### src/rtl/mdm_ctl_pkg.sv
package mdm_ctl_pkg;

  localparam int unsigned HS_LINES = 4;

  typedef struct packed {
    logic       loop_en;
    logic [3:0] hs;      // [0] term-ready, [1] req-send, [2] gp1, [3] gp2
  } ctl_fields_t;

  function automatic logic [7:0] keep_live(input logic [7:0] d, input int unsigned live_w);
    logic [7:0] m;
    m = 8'((9'd1 << live_w) - 9'd1);
    return d & m;
  endfunction

  function automatic logic drive_low_active(input logic bit_on, input logic loop_en);
    return loop_en ? 1'b1 : ~bit_on;
  endfunction

  function automatic logic pick_status(input logic ext_n, input logic ctl_bit, input logic loop_en);
    return loop_en ? ctl_bit : ~ext_n;
  endfunction

endpackage

### src/rtl/mdm_ctl_reg.sv
module mdm_ctl_reg #(
  parameter int unsigned REG_W  = 8,
  parameter int unsigned LIVE_W = 5
) (
  input  logic             clk,
  input  logic             rst_n,
  input  logic             wr_en,
  input  logic [REG_W-1:0] wr_data,
  output logic [REG_W-1:0] rd_data
);
  import mdm_ctl_pkg::*;

  logic [REG_W-1:0] reg_q;
  logic [REG_W-1:0] reg_next;

  always_comb begin
    reg_next = reg_q;
    if (wr_en) reg_next = keep_live(wr_data, LIVE_W);
  end

  always_ff @(posedge clk or negedge rst_n) begin
    if (!rst_n) reg_q <= '0;
    else        reg_q <= reg_next;
  end

  assign rd_data = reg_q;

  assert_write_lands_R2: assert property (@(posedge clk) disable iff (!rst_n)
    wr_en |=> (rd_data[LIVE_W-1:0] == $past(wr_data[LIVE_W-1:0])) &&
              (rd_data[REG_W-1:LIVE_W] == '0));

  assert_hold_no_write_R11: assert property (@(posedge clk) disable iff (!rst_n)
    !wr_en |=> $stable(rd_data));

endmodule

### src/rtl/mdm_hs_drive.sv
module mdm_hs_drive #(
  parameter int unsigned LINES = 4
) (
  input  logic             loop_en,
  input  logic [LINES-1:0] hs_bits,
  output logic [LINES-1:0] hs_out_n
);
  import mdm_ctl_pkg::*;

  for (genvar i = 0; i < LINES; i++) begin : g_line
    assign hs_out_n[i] = drive_low_active(hs_bits[i], loop_en);
  end

endmodule

### src/rtl/mdm_status_sel.sv
module mdm_status_sel #(
  parameter int unsigned LINES = 4
) (
  input  logic             loop_en,
  input  logic [LINES-1:0] ext_n,
  input  logic [LINES-1:0] hs_bits,
  output logic [LINES-1:0] stat
);
  import mdm_ctl_pkg::*;

  for (genvar i = 0; i < LINES; i++) begin : g_line
    assign stat[i] = pick_status(ext_n[i], hs_bits[i], loop_en);
  end

endmodule

### src/rtl/mdm_serial_sel.sv
module mdm_serial_sel (
  input  logic loop_en,
  input  logic sin,
  input  logic tx_shift,
  output logic sout,
  output logic rx_shift
);
  assign sout     = loop_en ? 1'b1 : tx_shift;
  assign rx_shift = loop_en ? tx_shift : sin;
endmodule

### src/rtl/mdm_ctl_loop.sv
module mdm_ctl_loop #(
  parameter int unsigned REG_W  = 8,
  parameter int unsigned LINES  = mdm_ctl_pkg::HS_LINES
) (
  input  logic             clk,
  input  logic             rst_n,
  input  logic             wr_en,
  input  logic [REG_W-1:0] wr_data,
  output logic [REG_W-1:0] rd_data,
  output logic             dtr_n,
  output logic             rts_n,
  output logic             out1_n,
  output logic             out2_n,
  input  logic             dsr_n,
  input  logic             cts_n,
  input  logic             ri_n,
  input  logic             dcd_n,
  output logic             dsr,
  output logic             cts,
  output logic             ri,
  output logic             dcd,
  input  logic             sin,
  output logic             sout,
  input  logic             tx_shift,
  output logic             rx_shift
);
  localparam int unsigned LOOP_BIT = LINES;
  localparam int unsigned LIVE_W   = LINES + 1;

  logic [REG_W-1:0] reg_val;
  logic             loop_en;
  logic [LINES-1:0] hs_bits;
  logic [LINES-1:0] hs_out_n;
  logic [LINES-1:0] ext_n;
  logic [LINES-1:0] stat;

  mdm_ctl_reg #(.REG_W(REG_W), .LIVE_W(LIVE_W)) u_reg (
    .clk(clk), .rst_n(rst_n), .wr_en(wr_en), .wr_data(wr_data), .rd_data(reg_val)
  );

  assign rd_data = reg_val;
  assign loop_en = reg_val[LOOP_BIT];
  assign hs_bits = reg_val[LINES-1:0];

  mdm_hs_drive #(.LINES(LINES)) u_drv (
    .loop_en(loop_en), .hs_bits(hs_bits), .hs_out_n(hs_out_n)
  );

  assign ext_n = {dcd_n, ri_n, cts_n, dsr_n};

  mdm_status_sel #(.LINES(LINES)) u_stat (
    .loop_en(loop_en), .ext_n(ext_n), .hs_bits(hs_bits), .stat(stat)
  );

  mdm_serial_sel u_ser (
    .loop_en(loop_en), .sin(sin), .tx_shift(tx_shift), .sout(sout), .rx_shift(rx_shift)
  );

  assign dtr_n  = hs_out_n[0];
  assign rts_n  = hs_out_n[1];
  assign out1_n = hs_out_n[2];
  assign out2_n = hs_out_n[3];
  assign dsr    = stat[0];
  assign cts    = stat[1];
  assign ri     = stat[2];
  assign dcd    = stat[3];

  assert_loop_sout_idle_R5: assert property (@(posedge clk) disable iff (!rst_n)
    rd_data[4] |-> sout);

  assert_loop_rx_from_tx_R7: assert property (@(posedge clk) disable iff (!rst_n)
    rd_data[4] |-> (rx_shift == tx_shift));

  assert_loop_status_R9: assert property (@(posedge clk) disable iff (!rst_n)
    rd_data[4] |-> ({dcd, ri, cts, dsr} == rd_data[3:0]));

  assert_loop_outs_idle_R10: assert property (@(posedge clk) disable iff (!rst_n)
    rd_data[4] |-> ({dtr_n, rts_n, out1_n, out2_n} == 4'hF));

  assert_normal_dtr_R3: assert property (@(posedge clk) disable iff (!rst_n)
    !rd_data[4] |-> (dtr_n != rd_data[0]));

endmodule

### config.mk
export PLATFORM = sky130hd
export DESIGN_NAME = mdm_ctl_loop
export DESIGN_NICKNAME = d
export VERILOG_FILES = /design/src/rtl/mdm_ctl_pkg.sv /design/src/rtl/mdm_ctl_reg.sv /design/src/rtl/mdm_hs_drive.sv /design/src/rtl/mdm_status_sel.sv /design/src/rtl/mdm_serial_sel.sv /design/src/rtl/mdm_ctl_loop.sv
export SDC_FILE = /design/constraint.sdc
export NUM_CORES = 1
export LEC_CHECK = 0
export BUFFER_PORTS_ARGS = -buffer_cell sky130_fd_sc_hd__buf_2
export CAP_MARGIN = 20
export CORE_AREA = 2 2 39 41
export CTS_CLUSTER_SIZE = 40
export DETAILED_ROUTE_END_ITERATION = 10
export DIE_AREA = 0 0 41 43
export PLACE_DENSITY = 0.56
export SYNTH_ARGS = -nofsm -noshare
export SYNTH_HDL_FRONTEND = slang
export SYNTH_SLANG_ARGS = --single-unit
### constraint.sdc
create_clock -name clk -period 1.1 [get_ports clk]
set_input_delay 0.22 -clock clk [delete_from_list [all_inputs] [get_ports clk]]
set_output_delay 0.22 -clock clk [all_outputs]
set_load 0.05 [all_outputs]
==> results.txt, run 1 <==
DRC viols - 0
Leak Pwr - 0.3091 nW
Synth unique cells - 9
YS warnings - 0
Antenna diodes - 0
DIE AREA - 1763 µm²
VDD IR max - 0.5045 mV
Core area - 1384 µm²
Hold Path Class - in -> reg
CTS Sinks - 5
Failing checks - setup timing
CP startpoint kind - flip-flop
Fmax - 686.3 MHz
CTS tree - yes
I/O pin total - 35
Hold Vio Cnt, Final - 0
Routed wire length - 870 µm
Tcrit/Tclk final - 132.5%
Final net count - 82
Wire per inst - 10.88 µm
Worst setup EP type - output port
Final Max Tran Viols - 0
Clk_lat worst skew - 0.23 ns
Vias post-DR - 333
Setup TNS - -2.664 ns
Antenna violations before repair - 0
Row cnt - 14
Global router's overall resource usage - 10.12%
Seq cells post-synth - 5
Worst path required time - 0.88 ns
Starting DRT DRC Count - 0
Area growth from synthesis to layout - 119.8%
Largest net degree at the start of global routing - 7
PortBufs - 28
Drt first pass iters - 1
Initial Util - 21.97%
Endpoints failing setup - 11
Seq/Total Area, Yosys - 41.15%
RSZ-0062 raised after global routing - true
Die width - 41 µm
First-pass GRT wire length - 1159 µm
Yosys top cell area share - 41.15%
Max_cap viols - 0
CTS Buf Count - 3
H-tree levels - 1
Mapped cell area - 304.0 µm²
Clock transition at the registers of the reported paths - 0.04 ns
Placed cell count - 74
Post-Layout Cell Count - 80
Minimum clock period - 1.457 ns
Syn Area/Cell - 10.13 µm²
WS Path Type - reg -> out
Post-DP HPWL - 684.8 µm
DR vias/cell - 4.163
GP Congestion - 0.5984
Top cells by area, synth - dfrtp_1, mux2_1, buf_4
Hold Worst Slack - 0.2001 ns
Mapped Cells - 30
Power Density - 1474 nW/µm²
Pwr Total - 0.0009848 W
Setup Skew - 0 ns
CP max FO - 6
Post-layout util - 48.28%
Clock Tree Root - clkbuf_4
Crit path DAT - 1.24 ns
DIE HEIGHT - 43 µm
Final antenna-violating net count - 0
Yosys top cell by area - dfrtp_1
Layout cells sized above 1 - 79.69%
Max FFs per register - 5
PnR worst setup slack - -0.3570 ns
Clock Tree Buf Depth - 2
Status - complete, but fails checks
Number of global-route vias before repair - 326
Grt total ovfl - 0
per-layer routing:
metal	part of all wire (%)	global-route usage, %	vias to the layer above
li1	-	-	162
met1	37	8.911	147
met3	11	1.571	0
met4	0	8.000	0
met5	0	0	-
met2	52	18.13	24
cell usage after synthesis:
library cell and number:
buf_4 4, buf_6 1, conb_1 1, dfrtp_1 5, mux2_1 6, nand2_1 4, nand2b_1 4, o21ai_1 4
or2_1 1
cells in the final DEF (no fill, tap or decap), drive strengths merged:
master	instances
o21ai	4
mux2	6
nand2b	4
or2	1
conb	3
dlygate4sd3	1
buf	32
nand2	4
clkbuf	4
dfrtp	5
final timing paths:
kind                       depth (start not counted)  slack (ns)                to        startpoint
hold reg to reg                                    1        0.56  u_reg.rd_data[2]  u_reg.rd_data[2]
setup reg to reg                                   2        0.09  u_reg.rd_data[4]  u_reg.rd_data[4]
min in group asynchronous                          2        0.33  u_reg.rd_data[1]             rst_n
setup / recovery                                   4       -0.36                ri  u_reg.rd_data[4]
max in group asynchronous                          2        0.63  u_reg.rd_data[2]             rst_n
hold / removal                                     2        0.20  u_reg.rd_data[2]        wr_data[2]
repair_timing:
item / 4_1_cts / 5_1_grt
setup endpoints to repair: 15 / 15
resized for setup: 30 / 5
endpoints found under the hold margin: 5 / 0
setup buffers: 1 / 0
hold buffers: 1 / 0
power breakdown:
part	total, W	leakage [nW]	internal, W	switching [W]
registers	0.000235	0.0534	0.000207	0.0000284
logic	0.000546	0.241	0.000212	0.000334
clock network	0.000203	0.0150	0.000137	0.0000664
total	0.000985	0.309	0.000556	0.000429
critical path: stages (launching register included):
cell     delay (ns)
dfrtp_2        0.44
buf_6          0.15
buf_6          0.12
o21ai_4        0.14
buf_8          0.16
logic make-up (layout without fill, tap and decap cells):
logic type / count (synthesis) / after routing / share of synthesized area, %
DFF: 5 / 5 / 41.15
buffers and inverters: 5 / 37 / 13.58
muxes: 6 / 6 / 22.22
and+or+nand+nor: 9 / 9 / 15.22
other: 1 / 3 / 1.233
AOI/OAI and AO/OA: 4 / 4 / 6.585
stage by stage:
step	instance area [µm²]	setup WS [ns]
5_1_grt	668.1	-0.3983
4_1_cts	649.4	-0.3544
2_1_floorplan	374.1	-0.02946
3_3_place_gp	515.5	-0.2345
6_report	668.1	-0.3570
3_5_place_dp	515.5	-0.2588
final cells by class:
| class | instances | area (µm²) |
|---|---|---|
| sequential | 5 | 131.4 |
| multi-input combinational | 22 | 205.2 |
| timing repair buffer | 33 | 285.3 |
| clock buffer | 4 | 26.28 |
| tap | 16 | 20.02 |
| fill | 138 | 715.7 |
No activity file was read; power rests on OpenSTA's default activity.
==> run 2: changes to the inputs <==
==> constraint.sdc (replaced) <==
create_clock -name clk -period 1.1 [get_ports clk]
set_input_delay 0 -clock clk [delete_from_list [all_inputs] [get_ports clk]]
set_output_delay 0 -clock clk [all_outputs]
set_load 0.05 [all_outputs]
==> run 2 against run 1 <==
The run still ends with setup timing left; clock-buffer cell count unchanged; combinational power decreased by 9.7%; critical path depth decreased by 2; total power shrank 5.3%; first-iteration DRC count is 1 higher; sequential power about the same.
==> results.txt, run 2 (same netlist as run 1, synthesis figures left out) <==
Cells on worst reg2reg path - 2 (unchanged)
Pre-CTS setup slack - 0.09894 ns (was -0.2588 ns)
Vias post-DR - 332 (was 333)
GP Congestion - 0.5976 (was 0.5984)
Post-DP HPWL - 549.4 µm (was 684.8 µm)
Antenna diodes - 0 (unchanged)
Layout cells sized above 1 - 62.69% (was 79.69%)
Leak Pwr - 0.3229 nW (was 0.3091 nW)
Max FFs per register - 5 (unchanged)
Failing checks - setup timing (unchanged)
Hold Path Class - in -> reg (unchanged)
Core area - 1384 µm² (unchanged)
DIE HEIGHT - 43 µm (unchanged)
Clk_lat worst skew - 0.24 ns (was 0.23 ns)
Initial Util - 21.97% (unchanged)
Endpoints failing setup - 8 (was 11)
CTS Buf Count - 3 (unchanged)
Power Density - 1462 nW/µm² (was 1474 nW/µm²)
Most frequent cells in the layout - buf_2, buf_6, dlygate4sd3_1, mux2_1, nand2_1 (was buf_6, buf_2, mux2_1, dfrtp_2)
Drt first pass iters - 2 (was 1)
Fillcell total - 135 (was 138)
Post-CTS Repair Setup Buffers - 0 (was 1)
CP max FO - 7 (was 6)
Starting DRT DRC Count - 1 (was 0)
Max_cap viols - 0 (unchanged)
Grt total ovfl - 0 (unchanged)
PortBufs - 28 (unchanged)
DR vias/cell - 4.000 (was 4.163)
First-pass GRT wire length - 1138 µm (was 1159 µm)
VDD IR max - 0.4770 mV (was 0.5045 mV)
DIE AREA - 1763 µm² (unchanged)
Minimum clock period - 1.152 ns (was 1.457 ns)
I/O pin total - 35 (unchanged)
Number of global-route vias before repair - 287 (was 326)
Antenna violations before repair - 0 (unchanged)
CP startpoint kind - flip-flop (unchanged)
Final antenna-violating net count - 0 (unchanged)
Setup TNS - -0.2098 ns (was -2.664 ns)
Row cnt - 14 (unchanged)
Area growth from synthesis to layout - 109.9% (was 119.8%)
Global router's overall resource usage - 10.12% (unchanged)
Fmax - 867.9 MHz (was 686.3 MHz)
WS Path Type - reg -> out (unchanged)
Die width - 41 µm (unchanged)
Flop-to-flop setup slack - 0.10 ns (was 0.09 ns)
RSZ-0062 raised after global routing - true (unchanged)
DRC viols - 0 (unchanged)
Worst hold path depth - 2 (unchanged)
Worst path required time - 1.10 ns (was 0.88 ns)
Final net count - 85 (was 82)
Crit path DAT - 1.15 ns (was 1.24 ns)
PnR worst setup slack - -0.05227 ns (was -0.3570 ns)
Worst setup EP type - output port (unchanged)
Clock transition at the registers of the reported paths - 0.04 ns (about the same)
H-tree levels - 1 (unchanged)
Status - complete, but fails checks (unchanged)
Wire per inst - 9.554 µm (was 10.88 µm)
CTS tree - yes (unchanged)
Largest net degree at the start of global routing - 8 (was 7)
Tcrit/Tclk final - 104.8% (was 132.5%)
CTS Sinks - 5 (unchanged)
Clock Tree Root - clkbuf_4 (unchanged)
Setup Skew - 0 ns (unchanged)
Commonest non-fill, non-tap cell in the layout - buf_2 (was buf_6)
Final Max Tran Viols - 0 (unchanged)
Hold Vio Cnt, Final - 0 (unchanged)
Routed wire length - 793 µm (was 870 µm)
Clock Tree Buf Depth - 2 (unchanged)
-- run 2: cell type report --
| type | instances | area (µm²) | area share (%) |
|---|---|---|---|
| Multi-Input combinational cell | 22 | 182.7 | 28.63 |
| Timing Repair Buffer | 36 | 281.5 | 44.12 |
| Tap cell | 16 | 20.02 | 3.137 |
| Sequential cell | 5 | 127.6 | 20.00 |
| Clock buffer | 4 | 26.28 | 4.118 |
-- run 2: worst max-delay path, stage by stage, from the launching register on --
cell	delay (ns)
dfrtp_2	0.44
mux2_4	0.32
buf_6	0.15
-- run 2: layer usage --
metal / share of wire [%] / up-vias / routed length, µm / global-route usage (%)
li1: - / 165 / - / -
met3: 6.2 / 0 / 49 / 1.571
met1: 36 / 153 / 285 / 10.56
met4: 0 / 0 / 0 / 10.00
met2: 58 / 14 / 458 / 15.63
met5: 0 / - / 0 / 0
-- run 2: metrics by stage --
stage          hold slack (ns)  instances  area (µm²)  power (W)  util, %
2_1_floorplan          -0.2956         32       311.5  0.0005341        -
3_3_place_gp           -0.1830         73       445.4  0.0006142    32.19
3_5_place_dp           -0.1835         73       445.4  0.0006164    32.19
4_1_cts                0.07784         83       630.6  0.0009439    45.57
5_1_grt                0.09678         83       638.1  0.0009837    46.11
6_report               0.08532         83       638.1  0.0009328    46.11
-- run 2: path summary, 6_finish.rpt --
check                            startpoint               end
setup / recovery           u_reg.rd_data[4]          rx_shift
hold / removal                        wr_en  u_reg.rd_data[3]
setup reg to reg           u_reg.rd_data[4]  u_reg.rd_data[4]
hold reg to reg            u_reg.rd_data[2]  u_reg.rd_data[2]
max in group asynchronous             rst_n  u_reg.rd_data[1]
min in group asynchronous             rst_n  u_reg.rd_data[2]
-- run 2: repair_timing --
| action | in CTS | in global routing |
|---|---|---|
| cloned | 0 | 0 |
| hold buffers | 6 | 0 |
| setup endpoints to repair | 10 | 10 |
| endpoints found under the hold margin | 10 | 0 |
| pin swaps | 2 | 0 |
| resized for setup | 27 | 4 |
-- run 2: power by group --
group          switching [W]  internal, W  leakage, nW
sequential         0.0000270     0.000205       0.0565
clock              0.0000709     0.000137       0.0150
combinational       0.000312     0.000181        0.251
total               0.000410     0.000523        0.323
